**src/rtl/nic_ctl_pkg.sv**
```systemverilog
package nic_ctl_pkg;
    localparam int unsigned DW      = 8;
    localparam int unsigned AW      = 4;
    localparam int unsigned N_EV    = 7;
    localparam int unsigned N_TALLY = 3;
    localparam int unsigned N_STN   = 6;
    localparam int unsigned DMA_W   = 3;
    localparam int unsigned CNT_BIT = 5;

    typedef enum logic [1:0] {
        PG_MAIN = 2'b00,
        PG_STN  = 2'b01,
        PG_DIAG = 2'b10,
        PG_RSVD = 2'b11
    } page_e;

    typedef struct packed {
        page_e              page;
        logic [DMA_W-1:0]   dma;
        logic               txp;
        logic               sta;
        logic               stp;
    } cmd_t;

    typedef struct packed {
        logic               cmd;
        logic               isr;
        logic               imr;
        logic               tps;
        logic               rxc;
        logic [N_STN-1:0]   stn;
    } wstrobe_t;

    localparam logic [AW-1:0] OFS_CMD = 4'd0;
    localparam logic [AW-1:0] OFS_TXS = 4'd4;
    localparam logic [AW-1:0] OFS_INT = 4'd7;
    localparam logic [AW-1:0] OFS_RXC = 4'd12;
    localparam logic [AW-1:0] OFS_MSK = 4'd15;

    localparam cmd_t CMD_RST = '{page: PG_MAIN, dma: 3'b100, txp: 1'b0, sta: 1'b0, stp: 1'b1};

    function automatic logic is_start(cmd_t c);
        return c.sta && !c.stp;
    endfunction

    function automatic logic [DMA_W-1:0] dma_next(logic [DMA_W-1:0] cur, logic [DMA_W-1:0] req);
        return (req == '0) ? cur : req;
    endfunction
endpackage

```
**src/rtl/nic_cmd_reg.sv**
```systemverilog
module nic_cmd_reg
    import nic_ctl_pkg::*;
(
    input  logic          clk,
    input  logic          rst,
    input  logic          we,
    input  logic [DW-1:0] wdata,
    input  logic          busy,
    input  logic          tx_done,
    output cmd_t          cmd,
    output logic          offline
);
    cmd_t cmd_q;
    cmd_t wcmd;
    logic off_q;

    assign wcmd = cmd_t'(wdata);

    always_ff @(posedge clk) begin
        if (rst) begin
            cmd_q <= CMD_RST;
            off_q <= 1'b1;
        end else begin
            if (we) begin
                cmd_q.page <= wcmd.page;
                cmd_q.dma  <= dma_next(cmd_q.dma, wcmd.dma);
                cmd_q.sta  <= wcmd.sta;
                cmd_q.stp  <= wcmd.stp;
            end
            // a new request written in the same cycle outranks completion
            if (we && wcmd.txp)
                cmd_q.txp <= 1'b1;
            else if (tx_done)
                cmd_q.txp <= 1'b0;
            // a start command outranks the pending stop handshake
            if (we && is_start(wcmd))
                off_q <= 1'b0;
            else if (cmd_q.stp && !busy)
                off_q <= 1'b1;
        end
    end

    assign cmd     = cmd_q;
    assign offline = off_q;
endmodule

```
**src/rtl/nic_tally_edge.sv**
```systemverilog
module nic_tally_edge
    import nic_ctl_pkg::*;
(
    input  logic               clk,
    input  logic               rst,
    input  logic [N_TALLY-1:0] msb,
    output logic               rise
);
    logic [N_TALLY-1:0] prev_q;

    always_ff @(posedge clk) begin
        if (rst) prev_q <= '0;
        else     prev_q <= msb;
    end

    assign rise = |(msb & ~prev_q);
endmodule

```
**src/rtl/nic_int_ctrl.sv**
```systemverilog
module nic_int_ctrl
    import nic_ctl_pkg::*;
(
    input  logic            clk,
    input  logic            rst,
    input  logic [N_EV-1:0] ev,
    input  logic            isr_we,
    input  logic            imr_we,
    input  logic [N_EV-1:0] wbits,
    input  logic            offline,
    output logic [DW-1:0]   isr,
    output logic [DW-1:0]   imr,
    output logic            irq
);
    logic [N_EV-1:0] flag_q;
    logic [N_EV-1:0] msk_q;

    for (genvar i = 0; i < N_EV; i++) begin : g_flag
        always_ff @(posedge clk) begin
            if (rst)
                flag_q[i] <= 1'b0;
            else if (ev[i])
                flag_q[i] <= 1'b1;
            else if (isr_we && wbits[i])
                flag_q[i] <= 1'b0;
        end
    end

    always_ff @(posedge clk) begin
        if (rst)         msk_q <= '0;
        else if (imr_we) msk_q <= wbits;
    end

    assign isr = {offline, flag_q};
    assign imr = {1'b0, msk_q};
    assign irq = |(flag_q & msk_q);
endmodule

```
**src/rtl/nic_page_decode.sv**
```systemverilog
module nic_page_decode
    import nic_ctl_pkg::*;
(
    input  page_e               page,
    input  logic [AW-1:0]       addr,
    input  logic                we,
    input  logic                re,
    input  logic [DW-1:0]       cr,
    input  logic [DW-1:0]       txs,
    input  logic [DW-1:0]       rxs,
    input  logic [DW-1:0]       isr,
    input  logic [DW-1:0]       imr,
    input  logic [DW-1:0]       tps,
    input  logic [DW-1:0]       rxc,
    input  logic [N_STN*DW-1:0] stn,
    output wstrobe_t            ws,
    output logic [DW-1:0]       rdata
);
    logic [DW-1:0] rd_mux;

    always_comb begin
        ws     = '0;
        ws.cmd = we && (addr == OFS_CMD);
        if (we && page == PG_MAIN) begin
            ws.isr = (addr == OFS_INT);
            ws.imr = (addr == OFS_MSK);
            ws.tps = (addr == OFS_TXS);
            ws.rxc = (addr == OFS_RXC);
        end
        if (we && page == PG_STN) begin
            for (int k = 0; k < N_STN; k++)
                ws.stn[k] = (addr == AW'(k + 1));
        end
    end

    always_comb begin
        rd_mux = '0;
        if (addr == OFS_CMD) begin
            rd_mux = cr;
        end else begin
            case (page)
                PG_MAIN: begin
                    if (addr == OFS_TXS) rd_mux = txs;
                    if (addr == OFS_INT) rd_mux = isr;
                    if (addr == OFS_RXC) rd_mux = rxs;
                end
                PG_STN: begin
                    for (int k = 0; k < N_STN; k++)
                        if (addr == AW'(k + 1)) rd_mux = stn[k*DW +: DW];
                end
                PG_DIAG: begin
                    if (addr == OFS_TXS) rd_mux = tps;
                    if (addr == OFS_RXC) rd_mux = rxc;
                    if (addr == OFS_MSK) rd_mux = imr;
                end
                default: rd_mux = '0;
            endcase
        end
    end

    assign rdata = re ? rd_mux : '0;
endmodule

```
**src/rtl/nic_ctl.sv**
```systemverilog
module nic_ctl
    import nic_ctl_pkg::*;
(
    input  logic               clk,
    input  logic               rst,
    input  logic               wr_en,
    input  logic               rd_en,
    input  logic [AW-1:0]      addr,
    input  logic [DW-1:0]      wdata,
    output logic [DW-1:0]      rdata,
    input  logic [DW-1:0]      tx_status,
    input  logic [DW-1:0]      rx_status,
    input  logic               busy,
    input  logic               tx_done,
    input  logic               ev_rx_ok,
    input  logic               ev_tx_ok,
    input  logic               ev_rx_err,
    input  logic               ev_tx_err,
    input  logic               ev_ovw,
    input  logic               ev_dma_done,
    input  logic [N_TALLY-1:0] tally_msb,
    output logic               irq,
    output logic               offline,
    output logic               tx_req,
    output logic [DMA_W-1:0]   dma_cmd,
    output logic [DW-1:0]      tx_page_start,
    output logic [DW-1:0]      rx_cfg,
    output logic [N_STN*DW-1:0] stn_addr
);
    cmd_t            cmd_q;
    wstrobe_t        ws;
    logic            cnt_rise;
    logic [N_EV-1:0] ev_vec;
    logic [DW-1:0]   isr_v;
    logic [DW-1:0]   imr_v;
    logic [DW-1:0]   tps_q;
    logic [DW-1:0]   rxc_q;
    logic [N_STN*DW-1:0] stn_q;

    nic_cmd_reg u_cmd (
        .clk     (clk),
        .rst     (rst),
        .we      (ws.cmd),
        .wdata   (wdata),
        .busy    (busy),
        .tx_done (tx_done),
        .cmd     (cmd_q),
        .offline (offline)
    );

    nic_tally_edge u_tally (
        .clk  (clk),
        .rst  (rst),
        .msb  (tally_msb),
        .rise (cnt_rise)
    );

    assign ev_vec = {ev_dma_done, cnt_rise, ev_ovw, ev_tx_err, ev_rx_err, ev_tx_ok, ev_rx_ok};

    nic_int_ctrl u_int (
        .clk     (clk),
        .rst     (rst),
        .ev      (ev_vec),
        .isr_we  (ws.isr),
        .imr_we  (ws.imr),
        .wbits   (wdata[N_EV-1:0]),
        .offline (offline),
        .isr     (isr_v),
        .imr     (imr_v),
        .irq     (irq)
    );

    nic_page_decode u_dec (
        .page  (cmd_q.page),
        .addr  (addr),
        .we    (wr_en),
        .re    (rd_en),
        .cr    (DW'(cmd_q)),
        .txs   (tx_status),
        .rxs   (rx_status),
        .isr   (isr_v),
        .imr   (imr_v),
        .tps   (tps_q),
        .rxc   (rxc_q),
        .stn   (stn_q),
        .ws    (ws),
        .rdata (rdata)
    );

    always_ff @(posedge clk) begin
        if (rst) begin
            tps_q <= '0;
            rxc_q <= '0;
        end else begin
            if (ws.tps) tps_q <= wdata;
            if (ws.rxc) rxc_q <= wdata;
        end
    end

    for (genvar k = 0; k < N_STN; k++) begin : g_stn
        always_ff @(posedge clk) begin
            if (rst)            stn_q[k*DW +: DW] <= '0;
            else if (ws.stn[k]) stn_q[k*DW +: DW] <= wdata;
        end
    end

    assign tx_req        = cmd_q.txp;
    assign dma_cmd       = cmd_q.dma;
    assign tx_page_start = tps_q;
    assign rx_cfg        = rxc_q;
    assign stn_addr      = stn_q;
endmodule

```
**config.mk**
```make
export PLATFORM = sky130hd
export DESIGN_NAME = nic_ctl
export DESIGN_NICKNAME = d
export VERILOG_FILES = /design/src/rtl/nic_ctl_pkg.sv /design/src/rtl/nic_cmd_reg.sv /design/src/rtl/nic_tally_edge.sv /design/src/rtl/nic_int_ctrl.sv /design/src/rtl/nic_page_decode.sv /design/src/rtl/nic_ctl.sv
export SDC_FILE = /design/constraint.sdc
export NUM_CORES = 1
export LEC_CHECK = 0
export BUFFER_PORTS_ARGS = -buffer_cell sky130_fd_sc_hd__buf_2
export CELL_PAD_IN_SITES_DETAIL_PLACEMENT = 0
export CELL_PAD_IN_SITES_GLOBAL_PLACEMENT = 2
export CORE_ASPECT_RATIO = 0.5
export CORE_MARGIN = 1
export CORE_UTILIZATION = 32
export CTS_CLUSTER_DIAMETER = 150
export CTS_CLUSTER_SIZE = 30
export DETAILED_ROUTE_END_ITERATION = 6
export HOLD_SLACK_MARGIN = 0.08
export PLACE_DENSITY_LB_ADDON = 0.1
export SLEW_MARGIN = 5
export SYNTH_ARGS = -nofsm -noshare
export SYNTH_HDL_FRONTEND = slang
export SYNTH_HIERARCHICAL = 1
export SYNTH_SLANG_ARGS = --single-unit
```
**constraint.sdc**
```tcl
create_clock -name clk -period 2.3 [get_ports clk]
set_input_delay 0.23 -clock clk [delete_from_list [all_inputs] [get_ports clk]]
set_output_delay 0.23 -clock clk [all_outputs]
set_load 0.02 [all_outputs]
```
==> results.toml, run 1 <==
[status]
outcome = "completed"

[synthesis]
yosysSeqAreaShare_pct = 38.2
synth_cell_types = 52
postSynthRegisterBits = 90
async_flop_share_pct = 0
yosys-top-cells-count = "nor2_1, dfxtp_1, mux2i_1"
synth_cells = 513
synth_area_per_cell_um2 = 9.19
yosysTopAreaCellShare_pct = 38.2
netlist_area_um2 = 4710
synth_fp_nets = 556
ys.flop_type = "dfxtp_1"
yosysWarnings = 6
synth_edf_count = 0
yosysMostFrequentCell = "nor2_1"
synthTopCellsByArea = "dfxtp_1, mux2i_1, nor2_1, buf_6, nand3b_1"
yosys.area.top_type = "dfxtp_1"

[clock_network]
cts_sinks = 90
clk_pin_slew_ps = 70
cts_root_buf = "clkbuf_16"
clock_path_buffers = 2
cts_inserted_buffers = 9
cts_tree = "yes"
hold_buffers = 0
h-tree-depth = 3
clk_latency_ps = 350

[global_routing]
grt_remaining_overflow = 0
grt_pass1_wl_um = 23600
top_usage_layer = "met1"
first_global_vias = 3835
grt_antenna_before_repair = 0
met3_usage_pct = 4.95
grt_max_degree = 91
use_met2_pct = 30.7
use_met1_pct = 31.0
track_usage_pct = 20.9

[pwr]
p_sw_share_pct = 26.4
switchingPower_uw = 887
clock_power_share_pct = 42.6
p_int_mw = 2.47
p_leak_nw = 2.25
seqPwrFrac_pct = 47.5
power_density_nw_per_um2 = 582
combPwrFrac_pct = 10.0
ir_drop_mv = 0.273

[critical_path]
crit_path_start_kind = "input pin"
worst_ep_arrival_time_ps = 1960
path_buf_inv = 2
crit_path_frequent_cell = "buf_2"
slowest_stage = "or2_2"
r2r_cells = 8
path_cells = "buf_2, or2_2, o31a_1, a211oi_1, o211ai_1, buf_2"
crit_path_end_kind = "output port"
cp_top_family = "compound AO/OA/AOI/OAI gates"
max_stage_delay_ps = 460
cp.depth = 6
worst_ep_required_time_ps = 2070
crit_type = "in2out"
rrSetupSlack_ps = 610
worst-path-max-fanout = 17

[timing]
final-setup-viol-count = 0
fin_crit_sh_pct = 95.2
report.final.slew_viol_count = 0
report.final.hold_viol_count = 0
clock.fmax_ghz = 0.457
rsz0062_at_grt = "no"
worst_clock_skew_ps = 9.71
period_needed_ps = 2190
setup_tns_ps = 0

[cells_and_area]
finalNetCount = 669
layout.cells.non_filler = 823
diodes = 0
area_growth_pct = 22.4
drive_above_1_share_pct = 29.6

[floorplanning]
die_area_um2 = 15200
pin_count = 121
start_util_pct = 33.7
rows = 30
fp.dieW_um = 174
coreArea_um2 = 14000
die_y_um = 87.8

[route]
vias = 4196
ant_nets = 0
dr.pass1.iters = 7
wl_per_cell_um = 19.3
wl_um = 15900
via_per_inst = 5.10
drc = 0
drt-initial-drc-count = 336

[job]
drv_cap = 0

[place]
gp_congestion = 0.822
hpwl_um = 11400
io_buffer_count = 120
placedCellCount = 802

[hold_path]
holdPathStages = 2
hold_path.class = "in2reg"
==> cell type report <==
| type | instances | area (um2) |
|---|---|---|
| sequential | 90 | 1800 |
| timing repair buffer | 152 | 882 |
| clock inverter | 5 | 38.8 |
| clock buffer | 11 | 243 |
| tap | 192 | 240 |
| inverter | 15 | 56.3 |
| fill | 1486 | 8200 |
| multi-input combinational | 358 | 2500 |
==> timing repair <==
action | in CTS | in global routing
setup endpoints to repair | 0 | 3
resized for setup | 0 | 3
setup buffers | 0 | 5
==> routing by layer <==
layer,wire (um),share of wire [%],vias to the layer above
met5,0,0,-
met4,112,0.71,0
met3,938,5.9,10
met2,6500,41,147
met1,8340,52,1997
li1,-,-,2042
==> through the flow <==
stage	power, mW	utilization (%)	hold WS (ps)	setup slack [ps]	area (um2)
4_1_cts	3.39	41.0	92.5	38.2	5720
3_5_place_dp	1.96	39.0	458	127	5440
2_1_floorplan	1.84	-	297	567	4710
5_1_grt	3.50	41.3	95.1	10.1	5770
6_report	3.36	41.3	105	110	5770
3_3_place_gp	1.96	39.0	457	162	5440
==> placed cells by master (no fill, tap or decap), drive strengths merged, types with 5 or more instances in the layout <==
master	synthesis	routed
a21boi	7	7
a21oi	18	18
a221o	5	5
buf	30	152
clkbuf	20	11
dfxtp	90	90
inv	15	16
mux2i	85	85
nand2	12	12
nand2b	8	8
nand3	8	8
nand3b	15	15
nor2	96	96
nor2b	5	5
o211ai	10	10
o21a	6	6
o21ai	13	13
o21ba	7	7
o221ai	5	5
o2bb2ai	9	9
==> power groups by stage <==
stage	registers, mW	clock network [mW]	logic (mW)
2_1_floorplan	1.63	0	0.207
3_3_place_gp	1.63	0	0.330
3_5_place_dp	1.63	0	0.331
4_1_cts	1.59	1.47	0.332
5_1_grt	1.59	1.55	0.361
6_report	1.59	1.43	0.334
==> final timing paths <==
| path | startpoint | endpoint |
|---|---|---|
| hold reg to reg | u_cmd/cmd[1] | u_cmd/cmd[1] |
| setup / recovery | addr[0] | rdata[4] |
| setup reg to reg | u_cmd/cmd[6] | stn_addr[32] |
| hold / removal | ev_rx_err | u_int/isr[2] |
==> state kept, by name (all words and copies together) (netlist names) <==
signal and cells:
rx_cfg 8, tx_page_start 8, u_tally/prev_q 3, stn_addr 48
u_int/isr 7, u_int/msk_q 7, u_cmd/offline 1, u_cmd/cmd 8
==> cells by family (layout without fill, tap and decap cells) <==
kind of cell    Yosys count  count (layout)  synth area share [%]
buf+inv                  65             183                  8.76
flops                    90              90                  38.2
compound gates          102             102                  16.3
simple gates            166             166                  17.6
mux                      89              89                  19.0
other cells               1               1                0.0796
(Power assumes the default switching activity.)
==> run 2, diff against run 1 <==
--- a/config.mk
+++ b/config.mk
@@ -16,6 +16,7 @@
 export DETAILED_ROUTE_END_ITERATION = 6
 export HOLD_SLACK_MARGIN = 0.08
 export PLACE_DENSITY_LB_ADDON = 0.1
+export SETUP_SLACK_MARGIN = 0.15
 export SLEW_MARGIN = 5
 export SYNTH_ARGS = -nofsm -noshare
 export SYNTH_HDL_FRONTEND = slang
==> results.toml, run 2 (same netlist as run 1, synthesis figures left out) <==
[timing]
report.final.hold_viol_count = 0
report.final.slew_viol_count = 0
period_needed_ps = 2110
rsz0062_at_grt = "yes"
setup_ws_ps = 193
setup_tns_ps = 0
worst_clock_skew_ps = 11.2
fin_crit_sh_pct = 91.6
final-setup-viol-count = 0
clock.fmax_ghz = 0.475

[pwr]
switchingPower_uw = 892
seqPwrFrac_pct = 47.4
p_leak_nw = 2.25
ir_drop_mv = 0.296
power_density_nw_per_um2 = 579
p_sw_share_pct = 26.5
p_int_mw = 2.47
combPwrFrac_pct = 10.0
clock_power_share_pct = 42.6

[global_routing]
first_global_vias = 3858
grt_antenna_before_repair = 0
track_usage_pct = 20.9
grt_pass1_wl_um = 23700
grt_max_degree = 91
grt_remaining_overflow = 0

[status]
outcome = "completed"

[cells_and_area]
drive_above_1_share_pct = 30.6
fin_area_um2 = 5810
mostFrequentLayoutCell = "buf_2"
final_cell_mix = "buf_2, nor2_1, dfxtp_1, mux2i_1, buf_4"
largest_reg_flops = 48
diodes = 0
postLayoutCoreUtil_pct = 41.6
finalNetCount = 668
fillers = 1479
area_growth_pct = 23.3

[critical_path]
worst_ep_arrival_time_ps = 1880
slowest_stage = "or3b_1"
worst_ep_required_time_ps = 2070
path_cells = "buf_2, or3b_1, o21a_1, a222oi_1, o211ai_1, buf_4"
crit_type = "in2out"
worst-path-max-fanout = 8
max_stage_delay_ps = 490
crit_path_start_kind = "input pin"
crit_path_end_kind = "output port"

[clock_network]
clk_latency_ps = 350
h-tree-depth = 3
cts_sinks = 90
hold_buffers = 0
cts_tree = "yes"
clk_pin_slew_ps = 70
clock_path_buffers = 2
cts_inserted_buffers = 9
cts_root_buf = "clkbuf_16"

[route]
drt-initial-drc-count = 328
wl_per_cell_um = 19.3
via_per_inst = 5.11
ant_nets = 0
vias = 4201
wl_um = 15900
dr.pass1.iters = 5
drc = 0

[floorplanning]
pin_count = 121
die_y_um = 87.8
rows = 30
fp.dieW_um = 174
coreArea_um2 = 14000
start_util_pct = 33.7
die_area_um2 = 15200

[place]
io_buffer_count = 120
hpwl_um = 11400
gp_congestion = 0.822
dpl_cell_area_um2 = 5440
dpl_worst_slack_ps = 127

[job]
drv_cap = 0

[hold_path]
hold_path.class = "in2reg"
[run 2: final timing paths]
path / start / end / slack [ps] / cells past startpoint
worst min register to register: u_cmd/cmd[1] / u_cmd/cmd[1] / 490 / 2
worst max-delay path: addr[0] / rdata[6] / 190 / 6
worst min-delay path: ev_rx_err / u_int/isr[2] / 100 / 2
worst max register to register: u_cmd/cmd[6] / stn_addr[32] / 630 / 8
[run 2: worst max-delay path: cells and delay by family]
kind | cells | cell delay, ps
AOI/OAI and AO/OA | 3 | 810
and+or+nand+nor | 1 | 490
buffers and inverters | 2 | 340
[run 2: routing by layer]
layer / track usage (%) / up-vias / wire [um]
li1: - / 2045 / -
met1: 30.9 / 2008 / 8300
met2: 31.0 / 139 / 6550
met3: 4.95 / 9 / 906
met4: 3.67 / 0 / 112
met5: 0 / - / 0
[run 2: repair_timing]
action,in CTS,in global routing
buffers inserted,4,0
setup endpoints to repair,8,6
pin swaps,2,3
gates resized for setup,6,8
[run 2: final cells by class]
cell class / instances / area [um2] / area share, %
clock buffers: 11 / 243 / 4.18
clock inverters: 5 / 38.8 / 0.668
inverters: 15 / 56.3 / 0.969
multi-input cells: 358 / 2550 / 43.8
flip-flops and latches: 90 / 1800 / 31.0
well taps: 192 / 240 / 4.13
repair buffers: 151 / 883 / 15.2
[run 2: power by group through the flow]
stage          Clock [mW]  Combinational (mW)  Sequential (mW)
6_report             1.43               0.337             1.59
3_5_place_dp            0               0.331             1.63
5_1_grt              1.55               0.365             1.59
2_1_floorplan           0               0.207             1.63
3_3_place_gp            0               0.330             1.63
4_1_cts              1.47               0.335             1.59
[run 2: per-stage QoR]
stage | hold slack [ps] | instances | power (mW)
2_1_floorplan | 297 | 513 | 1.84
3_3_place_gp | 457 | 802 | 1.96
3_5_place_dp | 458 | 802 | 1.96
4_1_cts | 92.5 | 822 | 3.40
5_1_grt | 92.9 | 822 | 3.51
6_report | 103 | 822 | 3.36
==> run 3, diff against run 2 <==
--- a/config.mk
+++ b/config.mk
@@ -9,7 +9,7 @@
 export CELL_PAD_IN_SITES_DETAIL_PLACEMENT = 0
 export CELL_PAD_IN_SITES_GLOBAL_PLACEMENT = 2
 export CORE_ASPECT_RATIO = 0.5
-export CORE_MARGIN = 1
+export CORE_MARGIN = 2
 export CORE_UTILIZATION = 32
 export CTS_CLUSTER_DIAMETER = 150
 export CTS_CLUSTER_SIZE = 30
==> results.toml, run 3 (same netlist as run 1, synthesis figures left out) <==
[status]
outcome = "completed"

[pwr]
p_int_mw = 2.59
clock_power_share_pct = 44.0
seqPwrFrac_pct = 45.9
ir_drop_mv = 0.270
switchingPower_uw = 874
p_leak_nw = 2.30
combPwrFrac_pct = 10.0
p_sw_share_pct = 25.2
finalPower_mw = 3.46
power_density_nw_per_um2 = 587

[timing]
final-setup-viol-count = 0
clock.fmax_ghz = 0.479
hold_ws_ps = 104
worst_clock_skew_ps = 9.82
fin_crit_sh_pct = 90.8
rsz0062_at_grt = "yes"
report.final.hold_viol_count = 0
period_needed_ps = 2090
report.final.slew_viol_count = 0
setup_ws_ps = 211
setup_tns_ps = 0

[global_routing]
grt_max_degree = 52
grt_remaining_overflow = 0
track_usage_pct = 20.2
first_global_vias = 3994
grt_antenna_before_repair = 0
grt_pass1_wl_um = 24200

[cells_and_area]
largest_reg_flops = 48
postLayoutCoreUtil_pct = 40.9
mostFrequentLayoutCell = "buf_2"
drive_above_1_share_pct = 31.4
finalNetCount = 672
fin_area_um2 = 5900
layout.cells.non_filler = 832
diodes = 0
fillers = 1514
final_cell_mix = "buf_2, nor2_1, dfxtp_1, mux2i_1, buf_4"
area_growth_pct = 25.2

[clock_network]
cts_root_buf = "clkbuf_16"
clk_pin_slew_ps = 70
cts_tree = "yes"
cts_sinks = 90
clk_latency_ps = 350
cts_inserted_buffers = 9
clock_path_buffers = 2
h-tree-depth = 3

[floorplanning]
die_area_um2 = 15800
coreArea_um2 = 14400
start_util_pct = 32.7
rows = 31
fp.dieW_um = 176
pin_count = 121
die_y_um = 89.8

[critical_path]
worst_ep_required_time_ps = 2070
r2r_cells = 7
crit_path_end_kind = "output port"
timing.rr.end = "stn_addr[46]"
rr_startpoint = "u_cmd/cmd[6]"
rrSetupSlack_ps = 550
worst_ep_arrival_time_ps = 1860
worst-path-max-fanout = 7
crit_type = "reg2out"
crit_start = "u_cmd/cmd[6]"
crit_path_start_kind = "flop"

[route]
wl_per_cell_um = 19.1
dr.pass1.iters = 4
wl_um = 15900
vias = 4174
via_per_inst = 5.02
drc = 0
drt-initial-drc-count = 270
ant_nets = 0

[place]
dpl_cell_area_um2 = 5510
io_buffer_count = 120
hpwl_um = 11800
placedCellCount = 814
gp_congestion = 0.820
dpl_worst_slack_ps = 202

[hold_path]
hold-path-endpoint = "u_int/isr[6]"
holdPathStages = 2
hold_start = "ev_dma_done"
hold_path.class = "in2reg"

[job]
drv_cap = 0
[run 3: routing by layer]
| layer | global-route usage [%] | vias to the layer above | wire length (um) |
|---|---|---|---|
| met5 | 0 | - | 0 |
| met4 | 4.61 | 0 | 165 |
| met3 | 5.80 | 13 | 1100 |
| met2 | 29.1 | 105 | 6760 |
| met1 | 29.4 | 1997 | 7860 |
| li1 | - | 2059 | - |
[run 3: worst max path at each step]
stage / to / cells past startpoint
after floorplan: rdata[0] / 6
after global placement: rdata[4] / 6
after CTS: rdata[6] / 5
after global routing: rdata[6] / 5
final: rdata[6] / 5
after detailed placement: rdata[6] / 6
[run 3: repair_timing]
item,CTS,global route
setup buffers,0,2
pin swaps,1,6
endpoints found under the setup margin,5,7
gates resized for setup,3,16
hold buffers,0,0
[run 3: cell type report]
type                       instances  area [um2]  share of cell area [%]
clock buffer                      11         243                    4.11
multi-input combinational        358        2550                    43.3
clock inverter                     5        61.3                    1.04
timing repair buffer             155         930                    15.8
sequential                        90        1810                    30.7
tap                              198         248                    4.20
inverter                          15        56.3                   0.954
[run 3: critical path: stages (launching register included)]
cell,delay (ps)
dfxtp_4,410
and3b_2,260
o21a_1,110
a222oi_1,380
o211ai_1,170
buf_2,190
[run 3: power by group through the flow]
stage | sequential, mW | combinational [mW] | clock (mW)
after global placement | 1.63 | 0.339 | 0
after global routing | 1.59 | 0.376 | 1.63
after floorplan | 1.63 | 0.207 | 0
after CTS | 1.59 | 0.340 | 1.56
final | 1.59 | 0.347 | 1.53
after detailed placement | 1.63 | 0.339 | 0
